===== src/rtl/hub_rpt_pkg.sv =====
package hub_rpt_pkg;

    typedef logic [1:0] line_t;

    localparam line_t LN_SE0 = 2'b00;
    localparam line_t LN_J   = 2'b10;
    localparam line_t LN_K   = 2'b01;

    localparam logic [7:0] SYNC_BITS = 8'h80;
    localparam logic [7:0] PID_PRE   = 8'h3C;
    localparam logic [7:0] PID_SOF   = 8'hA5;

    typedef enum logic [1:0] {
        ST_IDLE,
        ST_DN_FS,
        ST_DN_LS,
        ST_UP
    } rpt_state_t;

    // Convert between a port's own polarity and full-speed polarity.
    function automatic line_t to_fs(input line_t l, input logic ls);
        return ls ? {l[0], l[1]} : l;
    endfunction

endpackage


===== src/rtl/hub_eop_watch.sv =====
module hub_eop_watch
    import hub_rpt_pkg::*;
(
    input  logic  clk,
    input  logic  rst_n,
    input  line_t line,
    output logic  eop
);
    logic [1:0] se0_run;

    always_ff @(posedge clk or negedge rst_n) begin
        if (!rst_n) begin
            se0_run <= '0;
        end else if (line == LN_SE0) begin
            if (se0_run != 2'd3) se0_run <= se0_run + 2'd1;
        end else begin
            se0_run <= '0;
        end
    end

    assign eop = (line == LN_J) && (se0_run >= 2'd2);
endmodule


===== src/rtl/hub_pid_watch.sv =====
module hub_pid_watch
    import hub_rpt_pkg::*;
(
    input  logic  clk,
    input  logic  rst_n,
    input  line_t line,
    input  logic  run,
    output logic  pre_hit,
    output logic  sof_hit
);
    localparam int NBITS = 16;
    localparam int CW    = $clog2(NBITS + 1);

    line_t             prev;
    logic [NBITS-1:0]  sr;
    logic [CW-1:0]     cnt;
    logic              bit_now;
    logic [NBITS-1:0]  sr_next;
    logic              last_bit;

    assign bit_now  = (line == prev);
    assign sr_next  = {bit_now, sr[NBITS-1:1]};
    assign last_bit = run && (cnt == CW'(NBITS - 1));
    assign pre_hit  = last_bit && (sr_next == {PID_PRE, SYNC_BITS});
    assign sof_hit  = last_bit && (sr_next == {PID_SOF, SYNC_BITS});

    always_ff @(posedge clk or negedge rst_n) begin
        if (!rst_n) begin
            prev <= LN_J;
            sr   <= '0;
            cnt  <= '0;
        end else begin
            prev <= line;
            if (!run) begin
                cnt <= '0;
            end else if (cnt != CW'(NBITS)) begin
                sr  <= sr_next;
                cnt <= cnt + 1'b1;
            end
        end
    end
endmodule


===== src/rtl/hub_speed_class.sv =====
module hub_speed_class
    import hub_rpt_pkg::*;
#(
    parameter int NPORT = 4
) (
    input  logic               clk,
    input  logic               rst_n,
    input  logic [2*NPORT-1:0] ds_rx,
    input  logic [NPORT-1:0]   port_en,
    output logic [NPORT-1:0]   port_ls
);
    for (genvar p = 0; p < NPORT; p++) begin : g_port
        always_ff @(posedge clk or negedge rst_n) begin
            if (!rst_n) begin
                port_ls[p] <= 1'b0;
            end else if (!port_en[p] && ds_rx[2*p +: 2] != LN_SE0) begin
                port_ls[p] <= (ds_rx[2*p +: 2] == 2'b01);
            end
        end
    end
endmodule


===== src/rtl/hub_frame_timer.sv =====
module hub_frame_timer #(
    parameter int FRAME_BITS = 12000,
    localparam int FW = $clog2(FRAME_BITS)
) (
    input  logic          clk,
    input  logic          rst_n,
    input  logic          sof,
    output logic [FW-1:0] cnt
);
    localparam logic [FW-1:0] LAST = FW'(FRAME_BITS - 1);

    always_ff @(posedge clk or negedge rst_n) begin
        if (!rst_n)           cnt <= '0;
        else if (sof)         cnt <= '0;
        else if (cnt == LAST) cnt <= '0;
        else                  cnt <= cnt + 1'b1;
    end
endmodule


===== src/rtl/hub_repeater_router.sv =====
module hub_repeater_router
    import hub_rpt_pkg::*;
#(
    parameter int NPORT      = 4,
    parameter int FRAME_BITS = 12000,
    localparam int FW = $clog2(FRAME_BITS),
    localparam int IW = (NPORT > 1) ? $clog2(NPORT) : 1
) (
    input  logic               clk,
    input  logic               rst_n,
    input  logic [1:0]         us_rx,
    output logic [1:0]         us_tx,
    output logic               us_tx_en,
    input  logic [2*NPORT-1:0] ds_rx,
    input  logic [NPORT-1:0]   port_en,
    output logic [2*NPORT-1:0] ds_tx,
    output logic [NPORT-1:0]   ds_tx_en,
    output logic [NPORT-1:0]   port_ls,
    output logic [FW-1:0]      frame_cnt
);
    rpt_state_t      state, state_nx;
    logic [IW-1:0]   owner;
    logic [IW-1:0]   cand_idx;
    logic            cand_any;
    line_t           own_line;
    logic            us_k;
    logic            start_dn, start_up;
    logic            fs_drive, ls_drive, up_drive;
    logic            us_eop, own_eop;
    logic            pid_run, pre_hit, sof_hit;

    hub_speed_class #(.NPORT(NPORT)) u_speed (
        .clk(clk), .rst_n(rst_n), .ds_rx(ds_rx),
        .port_en(port_en), .port_ls(port_ls)
    );

    hub_eop_watch u_us_eop (
        .clk(clk), .rst_n(rst_n), .line(us_rx), .eop(us_eop)
    );

    hub_eop_watch u_own_eop (
        .clk(clk), .rst_n(rst_n), .line(own_line), .eop(own_eop)
    );

    hub_pid_watch u_pid (
        .clk(clk), .rst_n(rst_n), .line(us_rx), .run(pid_run),
        .pre_hit(pre_hit), .sof_hit(sof_hit)
    );

    hub_frame_timer #(.FRAME_BITS(FRAME_BITS)) u_frame (
        .clk(clk), .rst_n(rst_n), .sof(sof_hit), .cnt(frame_cnt)
    );

    // Lowest-numbered enabled port showing K in its own polarity.
    always_comb begin
        cand_any = 1'b0;
        cand_idx = '0;
        for (int p = NPORT - 1; p >= 0; p--) begin
            if (port_en[p] && to_fs(ds_rx[2*p +: 2], port_ls[p]) == LN_K) begin
                cand_any = 1'b1;
                cand_idx = IW'(p);
            end
        end
    end

    assign own_line = to_fs(ds_rx[2*owner +: 2], port_ls[owner]);
    assign us_k     = (us_rx == LN_K);
    assign start_dn = (state == ST_IDLE) && us_k;
    assign start_up = (state == ST_IDLE) && !us_k && cand_any;
    assign fs_drive = start_dn || (state == ST_DN_FS) || (state == ST_DN_LS);
    assign ls_drive = (state == ST_DN_LS);
    assign up_drive = start_up || (state == ST_UP);
    assign pid_run  = start_dn || (state == ST_DN_FS);

    always_comb begin
        state_nx = state;
        unique case (state)
            ST_IDLE: begin
                if (start_dn)      state_nx = ST_DN_FS;
                else if (start_up) state_nx = ST_UP;
            end
            ST_DN_FS: begin
                if (us_eop)        state_nx = ST_IDLE;
                else if (pre_hit)  state_nx = ST_DN_LS;
            end
            ST_DN_LS: begin
                if (us_eop)        state_nx = ST_IDLE;
            end
            ST_UP: begin
                if (own_eop)       state_nx = ST_IDLE;
            end
            default:               state_nx = ST_IDLE;
        endcase
    end

    // State register and owner capture.
    always_ff @(posedge clk or negedge rst_n) begin
        if (!rst_n) begin
            state <= ST_IDLE;
            owner <= '0;
        end else begin
            state <= state_nx;
            if (start_up) owner <= cand_idx;
        end
    end

    // Registered line drivers.
    always_ff @(posedge clk or negedge rst_n) begin
        if (!rst_n) begin
            ds_tx    <= '0;
            ds_tx_en <= '0;
            us_tx    <= LN_SE0;
            us_tx_en <= 1'b0;
        end else begin
            for (int p = 0; p < NPORT; p++) begin
                if (port_en[p] && (port_ls[p] ? ls_drive : fs_drive)) begin
                    ds_tx_en[p]      <= 1'b1;
                    ds_tx[2*p +: 2]  <= to_fs(us_rx, port_ls[p]);
                end else begin
                    ds_tx_en[p]      <= 1'b0;
                    ds_tx[2*p +: 2]  <= LN_SE0;
                end
            end
            us_tx_en <= up_drive;
            if (start_up)             us_tx <= LN_K;
            else if (state == ST_UP)  us_tx <= own_line;
            else                      us_tx <= LN_SE0;
        end
    end
endmodule


===== config.mk =====
export PLATFORM = sky130hd
export DESIGN_NAME = hub_repeater_router
export DESIGN_NICKNAME = d
export VERILOG_FILES = /design/src/rtl/hub_rpt_pkg.sv /design/src/rtl/hub_eop_watch.sv /design/src/rtl/hub_pid_watch.sv /design/src/rtl/hub_speed_class.sv /design/src/rtl/hub_frame_timer.sv /design/src/rtl/hub_repeater_router.sv
export SDC_FILE = /design/constraint.sdc
export NUM_CORES = 1
export LEC_CHECK = 0
export BUFFER_PORTS_ARGS = -buffer_cell sky130_fd_sc_hd__buf_2
export CORE_MARGIN = 2
export CORE_UTILIZATION = 45
export DETAILED_ROUTE_END_ITERATION = 10
export PLACE_DENSITY_LB_ADDON = 0.12
export SYNTH_ARGS = -nofsm -noshare
export SYNTH_HDL_FRONTEND = slang
export SYNTH_SLANG_ARGS = --single-unit

===== constraint.sdc =====
create_clock -name clk -period 3.2 [get_ports clk]
set_input_delay 0.32 -clock clk [delete_from_list [all_inputs] [get_ports clk]]
set_output_delay 0.32 -clock clk [all_outputs]
set_load 0.02 [all_outputs]

==> results of run 1 <==
-- layout by cell type (no fill, tap or decap), types with 2 or more instances in the layout --
master | netlist | layout
nand3_1 | 8 | 8
nand4_1 | 3 | 3
buf_4 | 1 | 2
bufinv_16 | 0 | 3
o21ai_1 | 5 | 5
dfrtp_1 | 62 | 62
ha_1 | 8 | 8
mux2i_1 | 10 | 10
nor3_1 | 4 | 4
and3_1 | 2 | 2
mux2_1 | 7 | 7
xnor2_1 | 7 | 7
mux4_2 | 3 | 3
nor2_1 | 50 | 50
nand2b_1 | 2 | 2
buf_2 | 4 | 48
clkinv_2 | 0 | 2
a2111oi_2 | 2 | 2
o21ai_0 | 3 | 3
xor2_1 | 12 | 12
mux2_2 | 7 | 7
nand2_1 | 13 | 13
nand3b_1 | 4 | 4
o22a_1 | 2 | 2
inv_1 | 17 | 17
clkbuf_8 | 0 | 9
a21oi_1 | 20 | 20
and4_1 | 2 | 2
or3b_2 | 3 | 3
nor4_1 | 3 | 3
-- cells by family (layout without fill, tap and decap cells) --
group           Yosys count  in the layout  share of synthesized area
fa+ha+maj                 8              8                     0.0323
buf+inv                  29             85                     0.0453
flops                    63             63                      0.510
compound gates           38             38                     0.0808
mux                      27             27                      0.105
xor+xnor                 19             19                     0.0538
simple gates            105            105                      0.173
-- per-layer routing --
metal	routed length [um]	vias up	GRT usage
met3	289	13	0.0521
met4	104	0	0.0682
li1	-	1089	-
met5	0	-	0
met1	2670	1067	0.224
met2	2670	51	0.272
-- critical path, stage by stage, from the launching register on --
cell	delay, ns
dfrtp_1	0.40
ha_1	0.20
and3_1	0.17
ha_1	0.13
nand4b_1	0.12
nor4_1	0.50
a31o_2	0.35
nor2_1	0.08
-- final cells by class --
class                   count  area, um2  area share
multi-input cells         197       1380       0.380
inverters                  18       67.6      0.0186
well taps                  80        100      0.0276
flip-flops and latches     63       1580       0.435
clock buffers              10        128      0.0352
clock inverters             6        109      0.0300
repair buffers             51        265      0.0732
-- where the power goes --
part | internal [mW] | switching (mW) | leakage, nW
registers | 0.939 | 0.129 | 0.828
clock network | 0.516 | 0.305 | 0.120
logic | 0.286 | 0.354 | 0.842
total | 1.74 | 0.789 | 1.79
-- flip-flops by register name, summed over array words and instances, names as in the netlist --
name,cells
u_pid.sr,15
u_frame.cnt,14
ds_tx,8
u_pid.cnt,5
ds_tx_en,4
u_speed.port_ls,4
owner,2
state,2
u_own_eop.se0_run,2
u_pid.prev,2
u_us_eop.se0_run,2
us_tx,2
us_tx_en,1
-- repair_timing --
item                                   4_1_cts  5_1_grt
resized for setup                            0        0
setup endpoints to repair                    0        0
endpoints found under the hold margin       20        0
hold buffers                                 1        0
buffers inserted                             0        0
-- final timing paths --
path,depth (start not counted),endpoint,slack (ns)
hold reg to reg,1,u_pid.sr[1]$_DFFE_PN0P_,0.50
setup reg to reg,7,u_frame.cnt[3]$_DFF_PN0_,1.13
hold / removal,2,u_speed.port_ls[2]$_DFFE_PN0P_,0.19
min in group asynchronous,2,ds_tx[0]$_DFF_PN0_,0.47
max in group asynchronous,3,us_tx[0]$_DFF_PN0_,2.01
setup / recovery,7,u_frame.cnt[3]$_DFF_PN0_,1.13
-- per-stage QoR --
stage / power, mW / area (um2) / setup slack (ns) / cells
global placement: 1.73 / 3380 / 1.09 / 408
global route: 2.69 / 3620 / 0.938 / 425
detailed placement: 1.73 / 3380 / 0.952 / 408
CTS: 2.56 / 3620 / 1.06 / 425
floorplan: 1.57 / 3100 / 1.28 / 289
finish: 2.53 / 3620 / 1.13 / 425
==> metrics.csv, run 1 <==
metric,value,unit
RSZ-0062 raised after global routing,no,
Post-Route Setup TNS,0,ns
crit path DAT,2.29,ns
CP endpoint kind,register,
Cell Rows,30,
"top cells by area, synth","dfrtp_1 50%, nor2_1 6.1%, xor2_1 3.4%",
IO buf count,48,
IO Pins,49,
Mapped Cells,289,
HP Class,input pin to register,
final setup fails,0,
Critical Path Fanout Max,12,
worst skew pair latency,0.34,ns
Max transition margin,0.588,
# diodes,0,
share of cells above drive strength 1,0.255,
RR Startpoint,u_pid.cnt[1]$_DFFE_PN0P_,
CTS Buf Count,9,
Remaining DRCs,0,
max-cap violation count,0,
Die Wd,86.9,um
Starting Density,0.461,
Fill cells,605,
Final Max Tran Viols,0,
DP Wirelength,4.21,mm
via/cell ratio,5.22,
Slew @ Worst Pin,0.617,ns
Die Ht,86.9,um
drt pass-1 iters,4,
Final Cycle Share,0.647,
vias in the first global route,2203,
hold slack,0.190,ns
first-pass GRT wire length,10.0,mm
Post-Route Skew,0.0120,ns
hold path start,ds_rx[5],
DR WL/cell,13.5,um
Max Root-Sink Buffers,2,
Avg Inst Size Synth,10.7,um2
GR Overflow Total,0,
largest net degree at the start of global routing,29,
"count leader, synth",dfrtp_1,
synth-to-layout area growth,17.1,%
vias,2220,
Most used DFF post-synth,dfrtp_1,
root buffer cell,clkbuf_8,
Finished Core Util,0.539,
status,completed,
"Cell Area, Synth",3100,um2
Core ar.,6720,um2
"Hold Violations, Final",0,
crit start category,register,
Setup crit start,u_pid.cnt[1]$_DFFE_PN0P_,
Crit path required time,3.42,ns
Die ar.,7560,um2
initial antenna violation count,0,
Post-synth EDFFs,0,
drt total wl,5.73,mm
Lkg Pwr,1.79,nW
WS Path Type,register to register,
CTS tree,yes,
nets@finish,364,
most instantiated cells after synthesis,"62 x dfrtp_1, 50 x nor2_1, 20 x a21oi_1",
GR Util All Layers,0.173,
post-layout min period,2.07,ns
#FFs+latches synth,63,
Max VDD drop,0.264,mV
"CTS clk-pin slew, worst paths",0.07,ns
H-tree depth,3,
syn_nets,313,
cell taking the most area after synthesis,dfrtp_1,
fraction of registers with async set or reset after synthesis,1.00,
CTS Sinks,63,
Synth Warn #,0,
distinct cell type count after synthesis,48,
PD cells,698,nW/um2
share of the synthesized area in the top cell type,0.501,
Fmax,483,MHz
ANT nets after route,0,
1st-iter DRT viols,93,
"Seq/Total Area, Yosys",0.510,
placer congestion estimate,0.770,
No activity file was read; power rests on OpenSTA's default activity.
==> run 2: changes to the inputs <==
==> constraint.sdc (replaced) <==
create_clock -name clk -period 1.94 [get_ports clk]
set_input_delay 0.194 -clock clk [delete_from_list [all_inputs] [get_ports clk]]
set_output_delay 0.194 -clock clk [all_outputs]
set_load 0.02 [all_outputs]
==> run 2 against run 1 <==
Compared with the run above:
- first-iteration DRC count decreased by 27%
- register-to-register slack worse by 1.0 ns
- maximum frequency up 13%
- sequential power increased by 59%
- flip-flop and latch count unchanged
- via count rose by 1.8%
- critical path depth shrank 2
- hold slack got worse by 0.12 ns
- count of clock-buffer cells in the layout increased by 1
- non-clock buffer count rose by 13
- wire length up 3.7%
- global-route usage about the same
- critical endpoint is now state[0]$_DFFE_PN0P_
- largest cell class unchanged
==> metrics.csv, run 2 (synthesis results as in run 1) <==
metric,value,unit
status,completed,
first-pass GRT wire length,10.1,mm
Crit path required time,2.16,ns
GR Overflow Total,0,
vias,2261,
max reg flops,15,
ANT nets after route,0,
"reg-to-reg slack, setup",0.11,ns
Lkg Pwr,1.85,nW
Remaining DRCs,0,
root buffer cell,clkbuf_8,
CTS tree,yes,
Fmax,546,MHz
worst reg2reg path depth,5,
IO buf count,48,
Final Max Tran Viols,0,
worst skew pair latency,0.33,ns
Cell Rows,30,
placer congestion estimate,0.767,
initial antenna violation count,0,
hold slack,0.0723,ns
DR WL/cell,13.6,um
DP Wirelength,4.29,mm
Die Wd,86.9,um
WS Path Type,register to register,
Die ar.,7560,um2
Max VDD drop,0.550,mV
top flop regs,"u_pid.sr: 15 flops, u_frame.cnt: 14 flops, ds_tx: 8 flops",
hold path start,ds_rx[5],
# diodes,0,
drt total wl,5.95,mm
Die Ht,86.9,um
Slew @ Worst Pin,0.428,ns
max-cap violation count,0,
largest net degree at the start of global routing,64,
synth-to-layout area growth,21.2,%
Final Cycle Share,0.945,
Hold EP,u_speed.port_ls[2]$_DFFE_PN0P_,
Critical Path Fanout Max,4,
final setup fails,0,
HP Class,input pin to register,
crit start category,register,
Max transition margin,0.713,
post-layout min period,1.83,ns
Core ar.,6720,um2
CP endpoint kind,register,
Starting Density,0.461,
1st-iter DRT viols,68,
CTS Sinks,63,
placed cell count,421,
crit path DAT,2.05,ns
Post-Route Skew,0.00656,ns
"commonest non-fill, non-tap cell in the layout",dfrtp_1,
final cell count without fillers,438,
"Hold Violations, Final",0,
Hold Crit Depth,2,
PD cells,1100,nW/um2
drt pass-1 iters,4,
Max Root-Sink Buffers,2,
share of cells above drive strength 1,0.302,
RR Startpoint,owner[0]$_DFFE_PN0P_,
Tot Pwr,4.11,mW
"CTS clk-pin slew, worst paths",0.07,ns
CTS Buf Count,9,
Biggest register,u_pid.sr,
nets@finish,377,
Fill cells,615,
via/cell ratio,5.16,
"commonest cells after routing, fill and taps aside","61 x dfrtp_1, 50 x nor2_1, 48 x buf_2",
GR Util All Layers,0.173,
post-CTS setup buffers,0,
vias in the first global route,2213,
reg-to-reg endpoint,state[0]$_DFFE_PN0P_,
IO Pins,49,
H-tree depth,3,
## run 2: worst max-delay path, stage by stage, from the launching register on
cell	delay [ns]
dfrtp_2	0.42
mux4_2	0.56
nand2b_4	0.18
o22ai_4	0.16
o21ai_2	0.07
a311o_1	0.34
## run 2: what timing repair did
item                       4_1_cts  5_1_grt
setup endpoints to repair        0       14
resized for setup                0        8
hold buffers                     1        0
hold endpoints to repair        62        0
## run 2: routing by layer
metal,vias up,routed length [um],share of wire,track usage
met4,0,95,0.016,0.0724
li1,1116,-,-,-
met1,1091,2870,0.48,0.229
met2,45,2780,0.47,0.276
met3,9,194,0.033,0.0360
met5,-,0,0,0
## run 2: final cells by class
cell class / count / area, um2 / share of cell area
clock buffer: 11 / 151 / 0.0403
clock inverter: 5 / 56.3 / 0.0150
inverter: 18 / 67.6 / 0.0180
multi-input combinational: 197 / 1420 / 0.379
sequential: 63 / 1580 / 0.421
tap: 80 / 100 / 0.0267
timing repair buffer: 64 / 375 / 0.100
## run 2: how the worst max path moves through the flow
stage | start | to | slack, ns
after floorplan | u_speed.port_ls[1]$_DFFE_PN0P_ | state[0]$_DFFE_PN0P_ | 0.02
after global placement | u_pid.cnt[0]$_DFFE_PN0P_ | u_frame.cnt[11]$_DFF_PN0_ | 0.10
after detailed placement | u_pid.cnt[0]$_DFFE_PN0P_ | u_frame.cnt[11]$_DFF_PN0_ | 0.07
after CTS | owner[0]$_DFFE_PN0P_ | state[0]$_DFFE_PN0P_ | 0.05
after global routing | u_pid.cnt[0]$_DFFE_PN0P_ | state[0]$_DFFE_PN0P_ | -0.01
final | owner[0]$_DFFE_PN0P_ | state[0]$_DFFE_PN0P_ | 0.11
## run 2: through the flow
stage | cell area, um2 | setup WS [ns] | util | setup TNS, ns
after floorplan | 3100 | 0.0174 | - | 0
after global placement | 3490 | 0.105 | 0.519 | 0
after detailed placement | 3490 | 0.0705 | 0.519 | 0
after CTS | 3710 | 0.0548 | 0.552 | 0
after global routing | 3750 | -0.0132 | 0.558 | -0.0132
final | 3750 | 0.107 | 0.558 | 0
## run 2: power breakdown
part | total, mW | internal [mW] | switching (mW)
clock | 1.18 | 0.661 | 0.523
sequential | 1.70 | 1.55 | 0.151
combinational | 1.23 | 0.541 | 0.684
